===== src/rtl/sr_guard_pkg.sv =====
package sr_guard_pkg;

  localparam int SR_W = 8;
  localparam int BP_W = 2;

  // Bit positions of the status byte, decoded by the serial read path.
  localparam int SR_RDY = 0;
  localparam int SR_WEL = 1;
  localparam int SR_BP0 = 2;
  localparam int SR_BP1 = 3;

  typedef enum logic [1:0] {
    LVL_OPEN    = 2'b00,
    LVL_QUARTER = 2'b01,
    LVL_HALF    = 2'b10,
    LVL_ALL     = 2'b11
  } prot_lvl_e;

  // Protection depends only on the two most significant address bits.
  function automatic logic quad_blocked(input logic [1:0] lvl, input logic [1:0] top2);
    logic hit;
    unique case (lvl)
      LVL_OPEN:    hit = 1'b0;
      LVL_QUARTER: hit = (top2 == 2'b11);
      LVL_HALF:    hit = top2[1];
      default:     hit = 1'b1;
    endcase
    return hit;
  endfunction

endpackage


===== src/rtl/wel_latch.sv =====
module wel_latch (
  input  logic clk,
  input  logic rst_n,
  input  logic set_i,
  input  logic clr_i,
  output logic wel_o
);

  logic wel_q;
  logic wel_d;
  logic wel_en;

  // Clear has priority over set.
  always_comb begin
    wel_en = set_i | clr_i;
    wel_d  = ~clr_i & set_i;
  end

  always_ff @(posedge clk or negedge rst_n) begin
    if (!rst_n) begin
      wel_q <= 1'b0;
    end else if (wel_en) begin
      wel_q <= wel_d;
    end
  end

  assign wel_o = wel_q;

endmodule


===== src/rtl/bp_store.sv =====
module bp_store
  import sr_guard_pkg::*;
#(
  parameter logic [BP_W-1:0] BP_RESET = '0
) (
  input  logic            clk,
  input  logic            rst_n,
  input  logic            load_i,
  input  logic [BP_W-1:0] load_val_i,
  input  logic            commit_i,
  output logic [BP_W-1:0] pend_o,
  output logic [BP_W-1:0] bp_o
);

  logic [BP_W-1:0] pend_q;
  logic [BP_W-1:0] bp_q;

  always_ff @(posedge clk or negedge rst_n) begin
    if (!rst_n) begin
      pend_q <= BP_RESET;
    end else if (load_i) begin
      pend_q <= load_val_i;
    end
  end

  // Visible cells move only at the end of a status program cycle.
  always_ff @(posedge clk or negedge rst_n) begin
    if (!rst_n) begin
      bp_q <= BP_RESET;
    end else if (commit_i) begin
      bp_q <= pend_q;
    end
  end

  assign pend_o = pend_q;
  assign bp_o   = bp_q;

endmodule


===== src/rtl/prot_window.sv =====
module prot_window
  import sr_guard_pkg::*;
(
  input  logic [BP_W-1:0] lvl_i,
  input  logic [1:0]      top2_i,
  output logic            blocked_o
);

  always_comb begin
    blocked_o = quad_blocked(lvl_i, top2_i);
  end

endmodule


===== src/rtl/sr_guard.sv =====
module sr_guard
  import sr_guard_pkg::*;
#(
  parameter int               ADDR_W   = 9,
  parameter logic [BP_W-1:0]  BP_RESET = '0
) (
  input  logic              clk,
  input  logic              rst_n,
  input  logic              wp_n_i,
  input  logic              wren_i,
  input  logic              wrdi_i,
  input  logic              wrsr_req_i,
  input  logic [SR_W-1:0]   wrsr_data_i,
  input  logic [ADDR_W-1:0] addr_i,
  input  logic              busy_i,
  input  logic              prog_done_i,
  input  logic              prog_is_sr_i,
  output logic [SR_W-1:0]   status_o,
  output logic              write_ok_o,
  output logic              wrsr_ok_o,
  output logic [BP_W-1:0]   bp_next_o
);

  localparam int TOP_LSB = ADDR_W - 2;

  logic            wel_q;
  logic            wel_set;
  logic            wel_clr;
  logic            bp_load;
  logic            bp_commit;
  logic [BP_W-1:0] bp_q;
  logic [BP_W-1:0] bp_pend;
  logic [BP_W-1:0] bp_in;
  logic            addr_blocked;
  logic            unused_sr_bits;

  assign unused_sr_bits = ^{wrsr_data_i[SR_W-1:SR_BP1+1], wrsr_data_i[SR_WEL:SR_RDY]};

  // Latch control: only the status read is honoured while busy.
  always_comb begin
    wel_set = wren_i & wp_n_i & ~busy_i;
    wel_clr = (wrdi_i & ~busy_i) | ~wp_n_i | prog_done_i;
  end

  wel_latch u_wel (
    .clk   (clk),
    .rst_n (rst_n),
    .set_i (wel_set),
    .clr_i (wel_clr),
    .wel_o (wel_q)
  );

  always_comb begin
    wrsr_ok_o = wp_n_i & wel_q & ~busy_i;
    bp_load   = wrsr_req_i & wrsr_ok_o;
    bp_in     = {wrsr_data_i[SR_BP1], wrsr_data_i[SR_BP0]};
    bp_commit = prog_done_i & prog_is_sr_i;
  end

  bp_store #(
    .BP_RESET (BP_RESET)
  ) u_bp (
    .clk        (clk),
    .rst_n      (rst_n),
    .load_i     (bp_load),
    .load_val_i (bp_in),
    .commit_i   (bp_commit),
    .pend_o     (bp_pend),
    .bp_o       (bp_q)
  );

  prot_window u_win (
    .lvl_i     (bp_q),
    .top2_i    (addr_i[ADDR_W-1:TOP_LSB]),
    .blocked_o (addr_blocked)
  );

  always_comb begin
    write_ok_o = wp_n_i & wel_q & ~busy_i & ~addr_blocked;
    bp_next_o  = bp_pend;
    if (busy_i) begin
      status_o = '1;
    end else begin
      status_o         = '0;
      status_o[SR_BP1] = bp_q[1];
      status_o[SR_BP0] = bp_q[0];
      status_o[SR_WEL] = wel_q;
      status_o[SR_RDY] = 1'b0;
    end
  end

endmodule


===== config.mk =====
export PLATFORM = sky130hd
export DESIGN_NAME = sr_guard
export DESIGN_NICKNAME = d
export VERILOG_FILES = /design/src/rtl/sr_guard_pkg.sv /design/src/rtl/wel_latch.sv /design/src/rtl/bp_store.sv /design/src/rtl/prot_window.sv /design/src/rtl/sr_guard.sv
export SDC_FILE = /design/constraint.sdc
export NUM_CORES = 1
export LEC_CHECK = 0
export BUFFER_PORTS_ARGS = -buffer_cell sky130_fd_sc_hd__buf_4
export CAP_MARGIN = 20
export CORE_AREA = 2 2 39 41
export DETAILED_ROUTE_END_ITERATION = 8
export DIE_AREA = 0 0 41 43
export PLACE_DENSITY = 0.65
export SKIP_CTS_REPAIR_TIMING = 1
export SLEW_MARGIN = 20
export SYNTH_ARGS = -nofsm -noshare
export SYNTH_HDL_FRONTEND = slang
export SYNTH_SLANG_ARGS = --single-unit

===== constraint.sdc =====
create_clock -name clk -period 2.35 [get_ports clk]
set_input_delay 0.705 -clock clk [delete_from_list [all_inputs] [get_ports clk]]
set_output_delay 0.705 -clock clk [all_outputs]
set_load 0.03 [all_outputs]

==> metrics.md <==
| Metric | Value |
|---|---|
| Critical-path top delay cell | and3b_2 |
| Reg2Reg Depth | 2 |
| Syn avg cell area | 11.7 um2 |
| Total Routed Length | 696 um |
| Fin util | 0.364 |
| WP data arrival | 1.39 ns |
| WS Path Type | input port to output port |
| Synthesized Nets | 53 |
| Share of layout cells above drive strength 1 | 0.720 |
| Worst vdd rail ir drop | 0.275 mV |
| Port Buffers | 24 |
| Initial Utilization | 0.228 |
| Crit-path max FO | 12 |
| Pleak | 0.000285 uW |
| Cell Area, Synth | 315 um2 |
| Initial antenna violation count | 0 |
| Vias per cell | 4.02 |
| Most area-hungry cell type in the Yosys netlist | dfrtp_1 |
| Largest cells by area after synthesis | dfrtp_1, buf_4, mux2_4 |
| Max-Cap Viols | 0 |
| Die outline height | 43 um |
| Max-slew headroom | 0.888 |
| Core footprint | 1380 um2 |
| Post-synthesis simple-gate area fraction | 0.254 |
| Period utilization | 0.890 |
| RSZ-0062 raised after global routing | no |
| Area share of fa/ha/maj cells after synthesis | 0 |
| Die Wd | 41 um |
| Crit. End Element | output port |
| Hold Crit Class | input port to asynchronous set/reset pin |
| Antenna viol nets, final | 0 |
| ANT cells | 0 |
| Overflow after GRT | 0 |
| Clk slew on worst S/H paths | 0.04 ns |
| Worst Skew | 0.00314 ns |
| PwrDens | 595 nW/um2 |
| Post-Syn Instances | 27 |
| Vias in the first global route | 282 |
| Final Setup Violations | 0 |
| Critical-path cell list | buf_4 -> and3b_2 -> and3_1 -> buf_4 |
| Critical path launch point type | input port |
| TritonCTS clock tree | built |
| Peak Freq | 478 MHz |
| Top-area cell type share of the netlist area | 0.397 |
| Row count | 14 |
| First-pass GRT wire length | 1130 um |
| Synth Warn # | 0 |
| Placer Congestion | 0.700 |
| Remaining DRCs | 0 |
| Cell repeated most along the worst path | buf_4 |
| Inst Count DP | 62 |
| Clock Tree Root | clkbuf_4 |
| Final Max Slew Viols | 0 |
| Crit path time final | 2.09 ns |
| Fillers | 150 |
| Clk buf depth | 2 |
| First-pass DRT Iterations | 2 |
| GR Util All Layers | 0.102 |
| IO Count | 38 |
| Largest net degree at the start of global routing | 13 |
| Wire length per cell | 10.5 um |
| Nets | 77 |
| Final Hold Vio Count | 0 |
| Clock buffer count from CTS | 3 |
| Synth Area in Compound Gates | 0.0516 |
| Tightest Pin Transition | 0.168 ns |
| Number of clock sinks | 5 |
| Seq/Total Area, Yosys | 0.397 |
| Final non-filler cell total | 66 |
| Setup_tns | 0 ns |
| Die ar. | 1760 um2 |
| Crit-path max cell delay | 0.23 ns |
| CTS H-Tree Depth | 1 |
| Synth Area in XOR/XNOR | 0 |
| CP required | 1.64 ns |
| Status | finished, final reports clean |
| Via count | 265 |
| Post-synthesis mux area share | 0.167 |
| Area Overhead vs Synth | 59.9% |
| Seq cells post-synth | 5 |
| Distinct cells, synth | 15 |
| Largest family of logic cells by synthesized area | simple AND/OR/NAND/NOR gates |
| 1st-iter DRT viols | 3 |
| Clk_lat worst skew | 0.24 ns |
final timing paths:
path                         startpoint        endpoint  slack [ns]
setup reg to reg            u_wel.wel_o  u_bp.pend_o[0]        1.38
hold / removal                    rst_n  u_bp.pend_o[1]        0.26
hold reg to reg            u_bp.bp_o[1]    u_bp.bp_o[1]        0.52
setup / recovery                 busy_i      write_ok_o        0.26
min in group clk           u_bp.bp_o[1]    u_bp.bp_o[1]        0.52
max in group asynchronous         rst_n     u_wel.wel_o        1.98
worst max-delay path, delay by kind of cell:
kind                   cells  cell delay, ns
and+or+nand+nor            2            0.38
buffers and inverters      2            0.30
cell type report:
cell class,count,area [um2],area share
inverter,1,3.75,0.00744
clock buffer,4,26.3,0.0521
multi-input combinational,16,149,0.295
tap,16,20.0,0.0397
sequential,5,125,0.248
timing repair buffer,24,180,0.357
kinds of logic after synthesis:
group,Yosys count
AO/OA/AOI/OAI,2
AND/OR/NAND/NOR,10
multiplexers,4
buffers and inverters,6
flip-flops,5
through the flow:
| stage | setup WS (ns) | hold slack [ns] | power, uW | area, um2 |
|---|---|---|---|---|
| 2_1_floorplan | 0.265 | 0.409 | 164 | 315 |
| 3_3_place_gp | 0.267 | 0.508 | 204 | 478 |
| 3_5_place_dp | 0.258 | 0.510 | 206 | 478 |
| 4_1_cts | 0.258 | 0.248 | 307 | 504 |
| 5_1_grt | 0.211 | 0.238 | 322 | 504 |
| 6_report | 0.259 | 0.257 | 300 | 504 |
layer usage:
| metal | global-route usage | wire length (um) | vias up |
|---|---|---|---|
| met3 | 0.0628 | 63 | 0 |
| met2 | 0.147 | 356 | 14 |
| met1 | 0.108 | 276 | 116 |
| met5 | 0 | 0 | - |
| li1 | - | - | 135 |
| met4 | 0.0600 | 0 | 0 |
state kept, by name, summed over array words and instances (netlist names):
register and flops:
u_bp.bp_o 2, u_wel.wel_o 1, u_bp.pend_o 2
cells in the final DEF (no fill, tap or decap), drive strengths merged:
| cell type | count |
|---|---|
| nor2b | 1 |
| mux2 | 4 |
| inv | 1 |
| clkbuf | 4 |
| buf | 24 |
| and3 | 1 |
| nand4b | 1 |
| o2111a | 1 |
| nand2b | 1 |
| nand2 | 1 |
| dfrtp | 5 |
| nand3 | 1 |
| and3b | 1 |
| o21ai | 1 |
| or2 | 3 |
where the power goes:
group	switching [uW]	leakage [uW]	total (uW)	internal, uW
sequential	8.23	0.0000674	105	97.2
combinational	49.3	0.000202	97.4	48.1
clock	33.3	0.0000150	97.4	64.1
total	90.9	0.000285	300	209
Yosys cell counts, drive strengths merged:
cell type	instances
and3	1
and3b	1
buf	5
dfrtp	5
inv	1
mux2	4
nand2	1
nand2b	1
nand3	1
nand4b	1
nor2b	1
o2111a	1
o21ai	1
or2	3
(Power assumes the default switching activity.)
